File: src/rtl/evt_timer_pkg.sv
package evt_timer_pkg;
  typedef enum logic [1:0] {
    MODE_13    = 2'd0,
    MODE_16    = 2'd1,
    MODE_8R    = 2'd2,
    MODE_SPLIT = 2'd3
  } tmr_mode_e;
endpackage

File: src/rtl/evt_edge_det.sv
module evt_edge_det (
  input  logic clk,
  input  logic rst_n,
  input  logic s3_stb,
  input  logic s5_stb,
  input  logic pin,
  input  logic pd,
  output logic tick
);
  logic st1_q, st2_q;

  always_ff @(posedge clk or negedge rst_n) begin
    if (!rst_n) begin
      st1_q <= 1'b0;
      st2_q <= 1'b0;
    end else if (pd) begin
      st1_q <= 1'b0;
      st2_q <= 1'b0;
    end else begin
      if (s3_stb) st1_q <= pin;
      if (s5_stb) st2_q <= st1_q;
    end
  end

  assign tick = s5_stb & st2_q & ~st1_q & ~pd;

  // detector stages are cleared while in power-down
  p_stage_clear_r7: assert property (@(posedge clk) disable iff (!rst_n)
    pd |=> (!st1_q && !st2_q));
endmodule

File: src/rtl/evt_pd_ctrl.sv
module evt_pd_ctrl (
  input  logic clk,
  input  logic rst_n,
  input  logic pd_req,
  input  logic ext_wake,
  input  logic ovf_wake,
  output logic pd_q,
  output logic wake_q
);
  always_ff @(posedge clk or negedge rst_n) begin
    if (!rst_n) begin
      pd_q   <= 1'b0;
      wake_q <= 1'b0;
    end else begin
      wake_q <= pd_q & ovf_wake;
      if (pd_q && (ext_wake || ovf_wake)) pd_q <= 1'b0;
      else if (!pd_q && pd_req)           pd_q <= 1'b1;
    end
  end

  p_wake_pulse_r9: assert property (@(posedge clk) disable iff (!rst_n)
    wake_q |=> !wake_q);
  p_pd_exit_r8: assert property (@(posedge clk) disable iff (!rst_n)
    $fell(pd_q) |-> $past(ext_wake || ovf_wake));
endmodule

File: src/rtl/evt_count_core.sv
module evt_count_core
  import evt_timer_pkg::*;
#(
  parameter int CNT_W = 16,
  parameter int M0_W  = 13
) (
  input  logic             clk,
  input  logic             rst_n,
  input  tmr_mode_e        mode,
  input  logic             ev,
  input  logic             hi_tick,
  input  logic             pd,
  input  logic             ovf_wake,
  input  logic             load_en,
  input  logic [CNT_W-1:0] load_val,
  input  logic             flag_clr,
  output logic [CNT_W-1:0] cnt_q,
  output logic             full,
  output logic             flag_q,
  output logic             flag_hi_q
);
  localparam int HW = CNT_W / 2;

  logic [CNT_W-1:0] nxt;
  logic [M0_W-1:0]  lo13_inc;
  logic [HW-1:0]    lo_inc, hi_inc, lo8_next;
  logic             wrap, hwrap;

  assign lo13_inc = cnt_q[M0_W-1:0] + 1'b1;
  assign lo_inc   = cnt_q[HW-1:0] + 1'b1;
  assign hi_inc   = cnt_q[CNT_W-1:HW] + 1'b1;

  always_comb begin
    case (mode)
      MODE_13: full = &cnt_q[M0_W-1:0];
      MODE_16: full = &cnt_q;
      default: full = &cnt_q[HW-1:0];
    endcase
  end

  always_comb begin
    nxt      = cnt_q;
    wrap     = 1'b0;
    hwrap    = 1'b0;
    lo8_next = lo_inc;
    if (mode == MODE_8R && full) lo8_next = pd ? '0 : cnt_q[CNT_W-1:HW];
    if (load_en) begin
      nxt = load_val;
    end else begin
      wrap = ev & full;
      case (mode)
        MODE_13: if (ev) nxt = {{(CNT_W-M0_W){1'b0}}, lo13_inc};
        MODE_16: if (ev) nxt = cnt_q + 1'b1;
        MODE_8R: if (ev) nxt[HW-1:0] = lo8_next;
        default: begin
          if (ev) nxt[HW-1:0] = lo_inc;
          if (hi_tick) begin
            nxt[CNT_W-1:HW] = hi_inc;
            hwrap = &cnt_q[CNT_W-1:HW];
          end
        end
      endcase
    end
  end

  always_ff @(posedge clk or negedge rst_n) begin
    if (!rst_n) begin
      cnt_q     <= '0;
      flag_q    <= 1'b0;
      flag_hi_q <= 1'b0;
    end else begin
      cnt_q <= nxt;
      if (wrap || ovf_wake) flag_q <= 1'b1;
      else if (flag_clr)    flag_q <= 1'b0;
      if (hwrap)            flag_hi_q <= 1'b1;
      else if (flag_clr)    flag_hi_q <= 1'b0;
    end
  end

  p_hold_r2: assert property (@(posedge clk) disable iff (!rst_n)
    (!load_en && !ev && !hi_tick) |=> $stable(cnt_q));
  p_m0_upper_r3: assert property (@(posedge clk) disable iff (!rst_n)
    (mode == MODE_13 && !load_en && cnt_q[CNT_W-1:M0_W] == '0) |=> (cnt_q[CNT_W-1:M0_W] == '0));
  p_flag_set_r6: assert property (@(posedge clk) disable iff (!rst_n)
    (!load_en && ev && full) |=> flag_q);
endmodule

File: src/rtl/evt_timer.sv
module evt_timer
  import evt_timer_pkg::*;
#(
  parameter int CNT_W = 16,
  parameter int M0_W  = 13
) (
  input  logic             clk,
  input  logic             rst_n,
  input  logic             s3_stb,
  input  logic             s5_stb,
  input  logic             cnt_pin,
  input  logic [1:0]       mode,
  input  logic             run,
  input  logic             pd_req,
  input  logic             ext_wake,
  input  logic             load_en,
  input  logic [CNT_W-1:0] load_val,
  input  logic             flag_clr,
  output logic [CNT_W-1:0] count_o,
  output logic             ovf_flag,
  output logic             ovf_flag_hi,
  output logic             wake_o,
  output logic             pd_o
);
  tmr_mode_e mode_e;
  logic pd_q, tick, gate, gate_q, gate_fall, ev, hi_tick, full, ovf_wake;

  assign mode_e = tmr_mode_e'(mode);

  evt_edge_det u_det (
    .clk(clk), .rst_n(rst_n), .s3_stb(s3_stb), .s5_stb(s5_stb),
    .pin(cnt_pin), .pd(pd_q), .tick(tick)
  );

  // power-down path: pin drives the counter through a gate
  assign gate = pd_q & cnt_pin;
  always_ff @(posedge clk or negedge rst_n) begin
    if (!rst_n) gate_q <= 1'b0;
    else        gate_q <= gate;
  end
  assign gate_fall = gate_q & ~gate;

  assign ev       = run & (gate_fall | tick);
  assign hi_tick  = run & s5_stb & ~pd_q;
  assign ovf_wake = pd_q & run & ~mode[1] & full & gate;

  evt_count_core #(.CNT_W(CNT_W), .M0_W(M0_W)) u_core (
    .clk(clk), .rst_n(rst_n), .mode(mode_e), .ev(ev), .hi_tick(hi_tick),
    .pd(pd_q), .ovf_wake(ovf_wake), .load_en(load_en), .load_val(load_val),
    .flag_clr(flag_clr), .cnt_q(count_o), .full(full), .flag_q(ovf_flag),
    .flag_hi_q(ovf_flag_hi)
  );

  evt_pd_ctrl u_pd (
    .clk(clk), .rst_n(rst_n), .pd_req(pd_req), .ext_wake(ext_wake),
    .ovf_wake(ovf_wake), .pd_q(pd_q), .wake_q(wake_o)
  );

  assign pd_o = pd_q;

  p_no_wake_r10: assert property (@(posedge clk) disable iff (!rst_n)
    wake_o |-> ($past(mode[1]) == 1'b0));
  p_wake_exit_r9: assert property (@(posedge clk) disable iff (!rst_n)
    wake_o |-> (!pd_o && ovf_flag));
endmodule

File: config.mk
export PLATFORM = sky130hd
export DESIGN_NAME = evt_timer
export DESIGN_NICKNAME = d
export VERILOG_FILES = /design/src/rtl/evt_timer_pkg.sv /design/src/rtl/evt_edge_det.sv /design/src/rtl/evt_pd_ctrl.sv /design/src/rtl/evt_count_core.sv /design/src/rtl/evt_timer.sv
export SDC_FILE = /design/constraint.sdc
export NUM_CORES = 1
export LEC_CHECK = 0
export ABC_AREA = 0
export BUFFER_PORTS_ARGS = -buffer_cell sky130_fd_sc_hd__buf_2
export CAP_MARGIN = 20
export CORE_UTILIZATION = 56
export DETAILED_ROUTE_END_ITERATION = 8
export GPL_TIMING_DRIVEN = 1
export PLACE_DENSITY = 0.87
export SLEW_MARGIN = 15
export SYNTH_ARGS = -nofsm -noshare
export SYNTH_HDL_FRONTEND = slang
export SYNTH_SLANG_ARGS = --single-unit
export TNS_END_PERCENT = 100
File: constraint.sdc
create_clock -name clk -period 3.37 [get_ports clk]
set_clock_uncertainty 0.2 [all_clocks]
set_input_delay 0.337 -clock clk [delete_from_list [all_inputs] [get_ports clk]]
set_output_delay 0.337 -clock clk [all_outputs]
set_load 0.03 [all_outputs]
==> results by group, run 1 <==
Status
  – Status: finished, final reports clean

Layout
  – Sequential cell area: 576 um2
  – Fillers: 233
  – Share of layout cells above drive strength 1: 26.2%
  – Final Non-Filler Cells: 264
  – Design area: 1930 um2
  – Multi-input logic area: 988 um2
  – Layout area overhead: 17.9%
  – Final core utilization: 70.0%
  – Most frequent cells in the layout: buf_2 (47), dfrtp_1 (23), nor2_1 (16)
  – Layout Nets: 265
  – N_diodes: 0
  – Commonest non-fill, non-tap cell in the layout: buf_2

Power and ir drop
  – Power per cell area: 395 nW/um2
  – Peak supply drop: 0.000320 V
  – Pleak: 0.890 nW
  – Total Power: 0.762 mW

Timing
  – Hold Vio Cnt, Final: 0
  – Fmax: 0.451 GHz
  – RSZ-0062 raised after global routing: no
  – PnR worst setup slack: 1150 ps
  – Tmin final: 2220 ps
  – Slew headroom: 61.4%
  – Final setup fails: 0
  – Setup TNS: 0 ps
  – Worst-Margin Slew: 578 ps
  – Post-route clock period utilization: 65.8%
  – Final Max Tran Viols: 0
  – Final hold slack: 19.4 ps

Floorplan
  – I/O pin cnt: 48
  – Floorplan row count: 19
  – Initial core utilization: 59.4%
  – Die X-Extent: 56.1 um
  – Die area: 3140 um2
  – Core area: 2760 um2
  – Die Y: 56.1 um

Global routing
  – Grt ovf: 0
  – Vias in the first global route: 1502
  – Gr usage total: 27.3%
  – First-pass GRT wire length: 6890 um
  – Largest net degree at the start of global routing: 24
  – Initial antenna violation count: 0

Logic synthesis
  – Main synth FF type: dfrtp_1
  – Cell Area, Synth: 1640 um2
  – Synth area leaders: dfrtp_1 (35%), a21oi_1 (4.0%), nor2_1 (3.7%)
  – Synth warnings: 0
  – Avg Synthesized Cell Area: 8.76 um2
  – Flops & latches, synth: 23
  – Post-synth EDFFs: 0
  – Top-area cell type share of the netlist area: 35.1%
  – Register area share after synthesis: 35.1%
  – Async set or reset register ratio after synthesis: 100%
  – Syn_nets: 218
  – Distinct cells, synth: 55
  – Cell taking the most area after synthesis: dfrtp_1
  – Mapped Cells: 187

Worst setup path
  – Reg-to-reg critical path endpoint: u_core.cnt_q[12]
  – Crit-path cells: ha_1 -> nand3_1 -> inv_1 -> ha_1 -> and3_1 -> a21oi_1 -> o41ai_1 -> a22o_1
  – Cell mode on critical path: ha_1
  – CP max stage cell: dfrtp_1
  – R2r setup slk: 1150 ps
  – Buf+Inv Stages, Crit Path: 1
  – CP delay by family, top: adder cells
  – R2r worst-path depth: 8
  – Reg2reg start: u_core.cnt_q[8]
  – CP Max Fanout: 10
  – Max stage delay on crit path: 500 ps
  – Setup crit end kind: flip-flop
  – Critical Path RT: 3390 ps
  – CP Class: reg2reg
  – WP data arrival: 2240 ps
  – Worst setup SP type: flip-flop

Detailed routing
  – Routed WL: 4050 um
  – Vias per cell: 6.23
  – Routed WL per cell: 15.3 um
  – Vias: 1645
  – Routed Antenna Nets: 0
  – DRC: 0
  – First drt pass iteration count: 4
  – Starting DRC count in detailed routing: 70

Clock network
  – Num CTS Buffers: 3
  – CTS tree: yes
  – Clock transition at path regs: 140 ps
  – Clock root cell: clkbuf_4
  – CTS max path bufs: 2
  – Depth of the CTS H-tree: 1
  – Worst-Skew Late Latency: 320 ps
  – CTS sink cnt: 23

Hold path
  – Hold Path End: u_pd.pd_q
  – Hold Startpoint: pd_req
  – Hold path cells: 3
  – Worst Hold Class: in2reg

Placed design
  – Post-DP HPWL: 3020 um
  – Pre-CTS setup slack: 1200 ps
  – Area post-placement: 1880 um2
  – PortBufs: 47
  – Placed Instances: 258
  – Routability cong.: 0.891

Flow run
  – Max Cap Violations: 0
-- kinds of logic (layout without fill, tap and decap cells) --
family	after synthesis	count (layout)	share of synthesized area (%)
simple gates	72	72	25.5
compound gates	60	60	27.0
flops	23	23	35.1
buf+inv	19	65	4.51
xor+xnor	8	8	4.28
fa+ha+maj	3	3	2.29
mux	2	2	1.22
-- metal layers --
layer  track usage, %  part of all wire, %  up-vias
li1                 -                    -      807
met1             38.2                   45      765
met2             44.0                   47       67
met3             3.49                  7.0        6
met4             8.36                  1.2        0
met5                0                    0        -
-- timing repair --
action                    4_1_cts  5_1_grt
gates resized for setup         0        0
hold buffers                    2        0
hold endpoints to repair       24        0
buffers inserted                0        0
-- worst max-delay path by stage --
| stage | start | cells past startpoint | to | slack [ps] |
|---|---|---|---|---|
| finish | u_core.cnt_q[8] | 8 | u_core.cnt_q[12] | 1150 |
| floorplan | u_core.cnt_q[9] | 8 | u_core.cnt_q[12] | 1170 |
| global placement | load_en | 6 | u_core.cnt_q[12] | 1240 |
| detailed placement | u_core.cnt_q[8] | 8 | u_core.cnt_q[12] | 1200 |
| CTS | u_core.cnt_q[8] | 8 | u_core.cnt_q[12] | 1180 |
| global route | u_core.cnt_q[8] | 8 | u_core.cnt_q[12] | 1000 |
-- worst register-to-register path: stages, from the launching register on --
cell and delay [ps]:
dfrtp_1 500, ha_1 260, nand3_1 200, inv_1 90, ha_1 270, and3_1 170
a21oi_1 110, o41ai_1 90, a22o_1 230
-- power breakdown --
| part | switching [mW] | total, mW | leakage [nW] | internal [mW] |
|---|---|---|---|---|
| registers | 0.0599 | 0.366 | 0.282 | 0.306 |
| logic | 0.164 | 0.259 | 0.590 | 0.0948 |
| clock network | 0.0922 | 0.137 | 0.0177 | 0.0444 |
| total | 0.316 | 0.762 | 0.890 | 0.446 |
-- cell type report --
cell class | count | area share, %
sequential | 23 | 29.8
multi-input combinational | 145 | 51.2
clock inverter | 1 | 0.259
inverter | 12 | 2.33
tap | 31 | 2.01
clock buffer | 3 | 1.17
timing repair buffer | 49 | 13.2
-- cells in the mapped netlist (2+ instances only) --
cell / instances
xnor2_1: 5
a211oi_1: 2
o31ai_1: 3
or3_1: 2
xor2_1: 3
buf_2: 2
mux2i_1: 2
nor3b_1: 2
and3_1: 3
nor2_1: 16
nor2b_1: 2
a221oi_1: 4
inv_1: 12
nand4_1: 4
nor4_1: 2
clkbuf_1: 5
ha_1: 3
a41o_1: 2
a21oi_1: 13
o21ai_1: 5
nand2_1: 14
nand3_1: 6
dfrtp_1: 23
o21ai_0: 8
nor3_1: 7
or4_1: 2
o41ai_1: 2
o22ai_1: 4
a32o_1: 3
-- sequential cells by signal (all words and copies together) (netlist names) --
name,cells
u_core.cnt_q,16
u_det.st1_q,1
gate_q,1
u_core.flag_q,1
u_pd.wake_q,1
u_pd.pd_q,1
u_det.st2_q,1
u_core.flag_hi_q,1
(Power assumes the default switching activity.)
==> run 2: changes to the inputs <==
--- a/config.mk
+++ b/config.mk
@@ -5,13 +5,13 @@
 export SDC_FILE = /design/constraint.sdc
 export NUM_CORES = 1
 export LEC_CHECK = 0
-export ABC_AREA = 0
+export ABC_AREA = 1
 export BUFFER_PORTS_ARGS = -buffer_cell sky130_fd_sc_hd__buf_2
 export CAP_MARGIN = 20
-export CORE_UTILIZATION = 56
+export CORE_UTILIZATION = 48
 export DETAILED_ROUTE_END_ITERATION = 8
 export GPL_TIMING_DRIVEN = 1
-export PLACE_DENSITY = 0.87
+export PLACE_DENSITY = 0.79
 export SLEW_MARGIN = 15
 export SYNTH_ARGS = -nofsm -noshare
 export SYNTH_HDL_FRONTEND = slang
==> constraint.sdc (replaced) <==
create_clock -name clk -period 2 [get_ports clk]
set_clock_uncertainty 0.2 [all_clocks]
set_input_delay 0.2 -clock clk [delete_from_list [all_inputs] [get_ports clk]]
set_output_delay 0.2 -clock clk [all_outputs]
set_load 0.03 [all_outputs]
==> run 2 against run 1 <==
Compared with the run above:
- core utilization fell by 8.8 points
- largest power group is now combinational cells
- cell count up 52%
- wire length increased by 19%
- power grew 110%
- non-clock buffer count up 9
- area after synthesis rose by 12%
- combinational power increased to 2.5 times the previous value
- maximum frequency grew 20%
- largest cell class unchanged
- critical endpoint is now u_pd.pd_q
- synthesized cell count up 59%
- setup slack lost 1000 ps
- sequential power rose by 75%
- final area grew 16%
==> results by group, run 2 <==
Logic synthesis
  – Cell Area, Synth: 1830 um2 (was 1640 um2)
  – Synth warnings: 0 (unchanged)
  – Count leader, synth: nand2_1 (was dfrtp_1)
  – Top cells by count, synth: nand2_1 (102), nor2_1 (39), nand3_1 (34) (was dfrtp_1 (23), nor2_1 (16), nand2_1 (14))
  – Register area share after synthesis: 31.4% (was 35.1%)
  – Flops & latches, synth: 23 (unchanged)
  – Distinct cells, synth: 25 (was 55)
  – Top-area cell type share of the netlist area: 31.4% (was 35.1%)
  – Syn_nets: 328 (was 218)
  – Synth area leaders: dfrtp_1 (31%), nand2_1 (21%), nand3_1 (9.3%) (was dfrtp_1 (35%), a21oi_1 (4.0%), nor2_1 (3.7%))
  – Post-synth EDFFs: 0 (unchanged)
  – Cell taking the most area after synthesis: dfrtp_1 (unchanged)
  – Main synth FF type: dfrtp_1 (unchanged)
  – Avg Synthesized Cell Area: 6.17 um2 (was 8.76 um2)
  – Async set or reset register ratio after synthesis: 100% (unchanged)
  – Mapped Cells: 297 (was 187)

Timing
  – Slew headroom: 65.2% (was 61.4%)
  – Final setup fails: 0 (unchanged)
  – Worst-Margin Slew: 522 ps (was 578 ps)
  – PnR worst setup slack: 156 ps (was 1150 ps)
  – Fmax: 0.542 GHz (was 0.451 GHz)
  – Setup TNS: 0 ps (unchanged)
  – Post-route clock period utilization: 92.2% (was 65.8%)
  – Final hold slack: 26.3 ps (was 19.4 ps)
  – RSZ-0062 raised after global routing: no (unchanged)
  – Hold Vio Cnt, Final: 0 (unchanged)
  – Final Max Tran Viols: 0 (unchanged)
  – Tmin final: 1840 ps (was 2220 ps)

Detailed routing
  – Starting DRC count in detailed routing: 147 (was 70)
  – Vias: 2024 (was 1645)
  – Routed Antenna Nets: 0 (unchanged)
  – Vias per cell: 5.05 (was 6.23)
  – First drt pass iteration count: 5 (was 4)
  – DRC: 0 (unchanged)
  – Routed WL per cell: 12.0 um (was 15.3 um)
  – Routed WL: 4830 um (was 4050 um)

Layout
  – Design area: 2240 um2 (was 1930 um2)
  – Layout area overhead: 22.3% (was 17.9%)
  – Commonest non-fill, non-tap cell in the layout: nand2_1 (was buf_2)
  – Share of layout cells above drive strength 1: 22.1% (was 26.2%)
  – Most frequent cells in the layout: nand2_1 (102), buf_2 (47), nor2_1 (39) (was buf_2 (47), dfrtp_1 (23), nor2_1 (16))
  – Final core utilization: 61.2% (was 70.0%)
  – Max reg flops: 16 (unchanged)
  – Fillers: 363 (was 233)
  – N_diodes: 0 (unchanged)
  – Biggest register: u_core.cnt_q (unchanged)
  – Layout Nets: 385 (was 265)
  – Final Non-Filler Cells: 401 (was 264)

Global routing
  – Largest net degree at the start of global routing: 24 (unchanged)
  – Initial antenna violation count: 0 (unchanged)
  – GR peak layer: met2 (unchanged)
  – First-pass GRT wire length: 8330 um (was 6890 um)
  – Vias in the first global route: 1858 (was 1502)
  – Gr usage total: 25.8% (was 27.3%)
  – M3 GR Usage: 2.68% (was 3.49%)
  – Grt ovf: 0 (unchanged)
  – Routing usage on met1: 35.7% (was 38.2%)
  – Grt met2 use: 42.3% (was 44.0%)

Floorplan
  – Die area: 4070 um2 (was 3140 um2)
  – I/O pin cnt: 48 (unchanged)
  – Core area: 3660 um2 (was 2760 um2)
  – Floorplan row count: 22 (was 19)
  – Die Y: 63.8 um (was 56.1 um)
  – Initial core utilization: 50.0% (was 59.4%)
  – Die X-Extent: 63.8 um (was 56.1 um)

Power and ir drop
  – Total Power: 1.60 mW (was 0.762 mW)
  – Pleak: 1.26 nW (was 0.890 nW)
  – Sequential share of power: 39.9% (was 48.1%)
  – Power per cell area: 714 nW/um2 (was 395 nW/um2)
  – Clock Power Share: 19.3% (was 17.9%)
  – Combinational power share: 40.8% (was 34.0%)
  – Net switching power: 0.714 mW (was 0.316 mW)
  – Sw Ratio: 44.6% (was 41.5%)
  – Internal: 0.886 mW (was 0.446 mW)
  – Peak supply drop: 0.000378 V (was 0.000320 V)

Clock network
  – Worst-Skew Late Latency: 270 ps (was 320 ps)
  – CTS max path bufs: 2 (unchanged)
  – Depth of the CTS H-tree: 1 (unchanged)
  – # Post-CTS Setup Buffers: 0 (unchanged)
  – CTS sink cnt: 23 (unchanged)
  – Clock transition at path regs: 100 ps (was 140 ps)
  – CTS tree: yes (unchanged)
  – Clock root cell: clkbuf_8 (was clkbuf_4)
  – Num CTS Buffers: 3 (unchanged)

Worst setup path
  – Setup crit end kind: flip-flop (unchanged)
  – CP Class: reg2reg (unchanged)
  – CP Max Fanout: 7 (was 10)
  – WP data arrival: 1820 ps (was 2240 ps)
  – Critical Path RT: 1980 ps (was 3390 ps)
  – Worst setup SP type: flip-flop (unchanged)

Placed design
  – Pre-CTS setup slack: 132 ps (was 1200 ps)
  – Post-DP HPWL: 3580 um (was 3020 um)
  – Routability cong.: 0.917 (was 0.891)
  – Area post-placement: 2110 um2 (was 1880 um2)
  – PortBufs: 47 (unchanged)
  – Placed Instances: 389 (was 258)

Status
  – Status: finished, final reports clean (unchanged)

Flow run
  – Max Cap Violations: 0 (unchanged)

Hold path
  – Worst Hold Class: in2reg (unchanged)
-- run 2: final cells by class --
| class | instances | area (um2) | share of cell area (%) |
|---|---|---|---|
| multi-input cells | 229 | 1070 | 47.9 |
| flip-flops and latches | 23 | 577 | 25.7 |
| repair buffers | 58 | 338 | 15.1 |
| inverters | 39 | 148 | 6.59 |
| well taps | 48 | 60.1 | 2.68 |
| clock buffers | 3 | 41.3 | 1.84 |
| clock inverters | 1 | 5.00 | 0.223 |
-- run 2: metal layers --
| layer | wire, um | part of all wire (%) | up-vias |
|---|---|---|---|
| met5 | 0 | 0 | - |
| met4 | 34 | 0.70 | 0 |
| met3 | 279 | 5.8 | 4 |
| met2 | 2320 | 48 | 85 |
| met1 | 2190 | 45 | 894 |
| li1 | - | - | 1041 |
-- run 2: path summary, 6_finish.rpt --
kind	from	end	slack, ps	depth (start not counted)
min in group asynchronous	rst_n	u_core.cnt_q[1]	220	2
worst min register to register	u_core.flag_q	u_core.flag_q	280	2
max in group asynchronous	rst_n	u_core.cnt_q[9]	990	2
worst max-delay path	u_core.cnt_q[9]	u_pd.pd_q	160	9
worst max register to register	u_core.cnt_q[9]	u_pd.pd_q	160	9
worst min-delay path	load_val[6]	u_core.cnt_q[6]	30	5
-- run 2: cell families after synthesis --
kind of cell | count (synthesis) | synth area share (%)
AND/OR/NAND/NOR | 194 | 46.9
XOR/XNOR | 2 | 0.956
buffers and inverters | 45 | 10.3
AO/OA/AOI/OAI | 30 | 8.33
adder cells (fa/ha/maj) | 3 | 2.05
flip-flops | 23 | 31.4
-- run 2: power groups by stage --
stage                     combinational [mW]  clock, mW  sequential, mW
after CTS                              0.650      0.308           0.636
after global placement                 0.625          0           0.641
after floorplan                        0.333          0           0.750
after detailed placement               0.634          0           0.645
final                                  0.653      0.309           0.639
after global routing                   0.729      0.335           0.653
-- run 2: worst max-delay path, stage by stage, from the launching register on --
cell     delay [ps]
dfrtp_2         440
ha_1            230
inv_1            60
nor2_2          190
ha_1            180
a21oi_1          60
a21oi_1         180
nand2_1          90
nand2_1          70
nand2_1          50
-- run 2: what timing repair did --
action / in CTS / in global routing
gates resized for setup: 0 / 2
hold endpoints to repair: 29 / 0
endpoints found under the setup margin: 0 / 5
hold buffers: 8 / 0
==> run 3: changes to the inputs <==
--- a/config.mk
+++ b/config.mk
@@ -15,5 +15,6 @@
 export SLEW_MARGIN = 15
 export SYNTH_ARGS = -nofsm -noshare
 export SYNTH_HDL_FRONTEND = slang
+export SYNTH_HIERARCHICAL = 1
 export SYNTH_SLANG_ARGS = --single-unit
 export TNS_END_PERCENT = 100
==> run 3 against run 2 <==
Compared with the run above:
- cell count down 1.0%
- wire length up 6.3%
- first-iteration DRC count up 2.0%
- sequential cell count unchanged
- non-clock buffer count up 19
- maximum frequency down 3.7%
==> results by group, run 3 <==
Timing
  – RSZ-0062 raised after global routing: yes (was no)
  – Hold Vio Cnt, Final: 0 (unchanged)
  – Final hold slack: 9.87 ps (was 26.3 ps)
  – Post-route clock period utilization: 95.7% (was 92.2%)
  – Fmax: 0.522 GHz (was 0.542 GHz)
  – Tmin final: 1910 ps (was 1840 ps)
  – Final Max Tran Viols: 0 (unchanged)
  – Final setup fails: 0 (unchanged)
  – Slew headroom: 64.4% (was 65.2%)
  – Worst-Margin Slew: 534 ps (was 522 ps)

Power and ir drop
  – Net switching power: 0.602 mW (was 0.714 mW)
  – Clock Power Share: 18.8% (was 19.3%)
  – Power per cell area: 622 nW/um2 (was 714 nW/um2)
  – Sequential share of power: 39.0% (was 39.9%)
  – Pleak: 1.32 nW (was 1.26 nW)
  – Peak supply drop: 0.000433 V (was 0.000378 V)
  – Sw Ratio: 40.1% (was 44.6%)
  – Internal: 0.901 mW (was 0.886 mW)
  – Combinational power share: 42.2% (was 40.8%)

Layout
  – Biggest register: u_core/cnt_q (was u_core.cnt_q)
  – Layout area overhead: 34.5% (was 22.3%)
  – Design area: 2420 um2 (was 2240 um2)
  – Share of layout cells above drive strength 1: 28.5% (was 22.1%)
  – Layout Nets: 383 (was 385)
  – N_diodes: 0 (unchanged)
  – Max reg flops: 16 (unchanged)
  – Most frequent cells in the layout: nand2_1 (91), buf_2 (47), nor2_1 (29), nand3_1 (29), inv_1 (28) (was nand2_1 (102), buf_2 (47), nor2_1 (39))
  – Commonest non-fill, non-tap cell in the layout: nand2_1 (unchanged)

Logic synthesis
  – Largest family of logic cells by synthesized area: simple AND/OR/NAND/NOR gates (unchanged)
  – Simple logic cell fraction of the synthesized area: 45.5% (was 46.9%)
  – Syn_nets: 305 (was 328)
  – Distinct cells, synth: 36 (was 25)
  – Count leader, synth: nand2_1 (unchanged)
  – Synth area leaders: dfrtp_1 (32%), nand2_1 (19%), nand3_1 (8.1%) (was dfrtp_1 (31%), nand2_1 (21%), nand3_1 (9.3%))
  – Register area share after synthesis: 32.0% (was 31.4%)
  – Flops & latches, synth: 23 (unchanged)
  – Mapped Cells: 274 (was 297)
  – Cell taking the most area after synthesis: dfrtp_1 (unchanged)
  – Top cells by count, synth: nand2_1 (92), nor2_1 (30), nand3_1 (29) (was nand2_1 (102), nor2_1 (39), nand3_1 (34))
  – Post-synthesis mux area share: 0% (unchanged)
  – Main synth FF type: dfrtp_1 (unchanged)
  – Cell Area, Synth: 1800 um2 (was 1830 um2)
  – Avg Synthesized Cell Area: 6.56 um2 (was 6.17 um2)
  – Async set or reset register ratio after synthesis: 100% (unchanged)
  – Post-synth EDFFs: 0 (unchanged)
  – Synth warnings: 6 (was 0)
  – Xor and xnor area share after synthesis: 1.46% (was 0.956%)
  – Synth Area in Compound Gates: 10.9% (was 8.33%)
  – Top-area cell type share of the netlist area: 32.0% (was 31.4%)
  – Synth Area in Adders: 2.09% (was 2.05%)

Detailed routing
  – Vias per cell: 5.15 (was 5.05)
  – Routed WL per cell: 12.9 um (was 12.0 um)
  – Starting DRC count in detailed routing: 150 (was 147)
  – DRC: 0 (unchanged)
  – First drt pass iteration count: 6 (was 5)
  – Routed Antenna Nets: 0 (unchanged)
  – Routed WL: 5130 um (was 4830 um)
  – Vias: 2046 (was 2024)

Worst setup path
  – Buf+Inv Stages, Crit Path: 1 (unchanged)
  – R2r worst-path depth: 12 (was 9)
  – Cell mode on critical path: nand2_1 (unchanged)
  – Stages on the worst setup path: 12 (was 9)
  – Max stage delay on crit path: 390 ps (was 440 ps)
  – Crit-path cells: ha_4 -> nand2_2 -> nor2_4 -> buf_4 -> nand2_1 -> nand2_1 -> and3_1 -> nand2_1 -> nor3_2 -> nor2_1 -> nand2_1 -> nand2_1 (was ha_1 -> inv_1 -> nor2_2 -> ha_1 -> a21oi_1 -> a21oi_1 -> nand2_1 -> nand2_1 -> nand2_1)
  – CP Class: reg2reg (unchanged)
  – CP Max Fanout: 3 (was 7)
  – CP max stage cell: dfrtp_2 (unchanged)
  – Critical Path RT: 1950 ps (was 1980 ps)
  – Setup crit end kind: flip-flop (unchanged)
  – WP data arrival: 1870 ps (was 1820 ps)
  – Worst setup SP type: flip-flop (unchanged)
  – CP delay by family, top: simple AND/OR/NAND/NOR gates (was flip-flops)

Global routing
  – Initial antenna violation count: 0 (unchanged)
  – Grt ovf: 0 (unchanged)
  – Gr usage total: 27.0% (was 25.8%)
  – Vias in the first global route: 1915 (was 1858)
  – Largest net degree at the start of global routing: 24 (unchanged)
  – First-pass GRT wire length: 8610 um (was 8330 um)

Placed design
  – Post-DP HPWL: 3730 um (was 3580 um)
  – Area post-placement: 2170 um2 (was 2110 um2)
  – PortBufs: 47 (unchanged)
  – Routability cong.: 0.958 (was 0.917)

Clock network
  – Depth of the CTS H-tree: 1 (unchanged)
  – CTS max path bufs: 2 (unchanged)
  – Clock transition at path regs: 80 ps (was 100 ps)
  – Clock root cell: clkbuf_8 (unchanged)
  – CTS sink cnt: 23 (unchanged)
  – Worst-Skew Late Latency: 260 ps (was 270 ps)
  – CTS tree: yes (unchanged)
  – Num CTS Buffers: 3 (unchanged)

Floorplan
  – Core area: 3470 um2 (was 3660 um2)
  – Die X-Extent: 63.2 um (was 63.8 um)
  – Die area: 3990 um2 (was 4070 um2)
  – Initial core utilization: 51.8% (was 50.0%)
  – Floorplan row count: 21 (was 22)
  – Die Y: 63.2 um (was 63.8 um)
  – I/O pin cnt: 48 (unchanged)

Hold path
  – Worst Hold Class: in2reg (unchanged)
  – Hold path cells: 3 (was 5)

Flow run
  – Max Cap Violations: 0 (unchanged)

Status
  – Status: finished, final reports clean (unchanged)
## run 3: changes by cell type after synthesis, moves of 3 or more
cell / delta
a21oi_1: +3
a22oi_1: +5
inv_1: -5
nand2_1: -10
nand3_1: -5
nor2_1: -9
nor2_2: -5
nor3_1: +3
o21ai_1: -12
## run 3: logic make-up after synthesis
logic type	Yosys count
flip-flops	23
XOR/XNOR	3
adder cells (fa/ha/maj)	3
AO/OA/AOI/OAI	33
AND/OR/NAND/NOR	175
buffers and inverters	37
## run 3: final timing paths
check / slack, ps / startpoint / to
setup reg to reg: 90 / u_core/cnt_q[8] / u_pd/pd_q
hold reg to reg: 290 / u_core/flag_hi_q / u_core/flag_hi_q
hold / removal: 10 / load_val[1] / u_core/cnt_q[1]
min in group asynchronous: 250 / rst_n / u_core/flag_hi_q
setup / recovery: 90 / u_core/cnt_q[8] / u_pd/pd_q
max in group asynchronous: 970 / rst_n / u_core/cnt_q[8]
## run 3: routing by layer
| metal | routed length (um) | up-vias | track usage [%] |
|---|---|---|---|
| li1 | - | 1031 | - |
| met1 | 2260 | 932 | 34.6 |
| met2 | 2490 | 75 | 47.6 |
| met3 | 328 | 8 | 4.53 |
| met4 | 49 | 0 | 5.40 |
| met5 | 0 | - | 0 |
## run 3: power by group through the flow
stage / sequential [mW] / clock, mW / combinational, mW
after floorplan: 0.696 / 0 / 0.251
after global placement: 0.584 / 0 / 0.567
after detailed placement: 0.588 / 0 / 0.573
after CTS: 0.579 / 0.297 / 0.594
after global routing: 0.595 / 0.312 / 0.694
final: 0.586 / 0.283 / 0.634
## run 3: area by class of cell
class / count / area (um2)
Sequential cell: 23 / 582
Fill cell: 322 / 1050
Tap cell: 46 / 57.6
Timing Repair Buffer: 77 / 490
Multi-Input combinational cell: 214 / 1110
Clock buffer: 4 / 45.0
Inverter: 33 / 128
## run 3: through the flow
step / setup WS, ps / total power, mW / utilization (%) / cells / TNS [ps]
2_1_floorplan: 3.54 / 0.947 / - / 274 / 0
3_5_place_dp: 68.0 / 1.16 / 62.5 / 375 / 0
4_1_cts: 44.7 / 1.47 / 67.2 / 391 / 0
6_report: 85.9 / 1.50 / 69.7 / 397 / 0
5_1_grt: -62.4 / 1.60 / 69.7 / 397 / -90.7
3_3_place_gp: 123 / 1.15 / 62.5 / 375 / 0
## run 3: what timing repair did
item,in CTS,in global routing
resized for setup,0,9
hold buffers,12,0
setup endpoints to repair,0,6
endpoints found under the hold margin,33,0
buffers inserted,0,6
## run 3: worst min-delay path: stages
cell and delay, ps:
buf_2 80, a22oi_1 80, o21ai_1 80
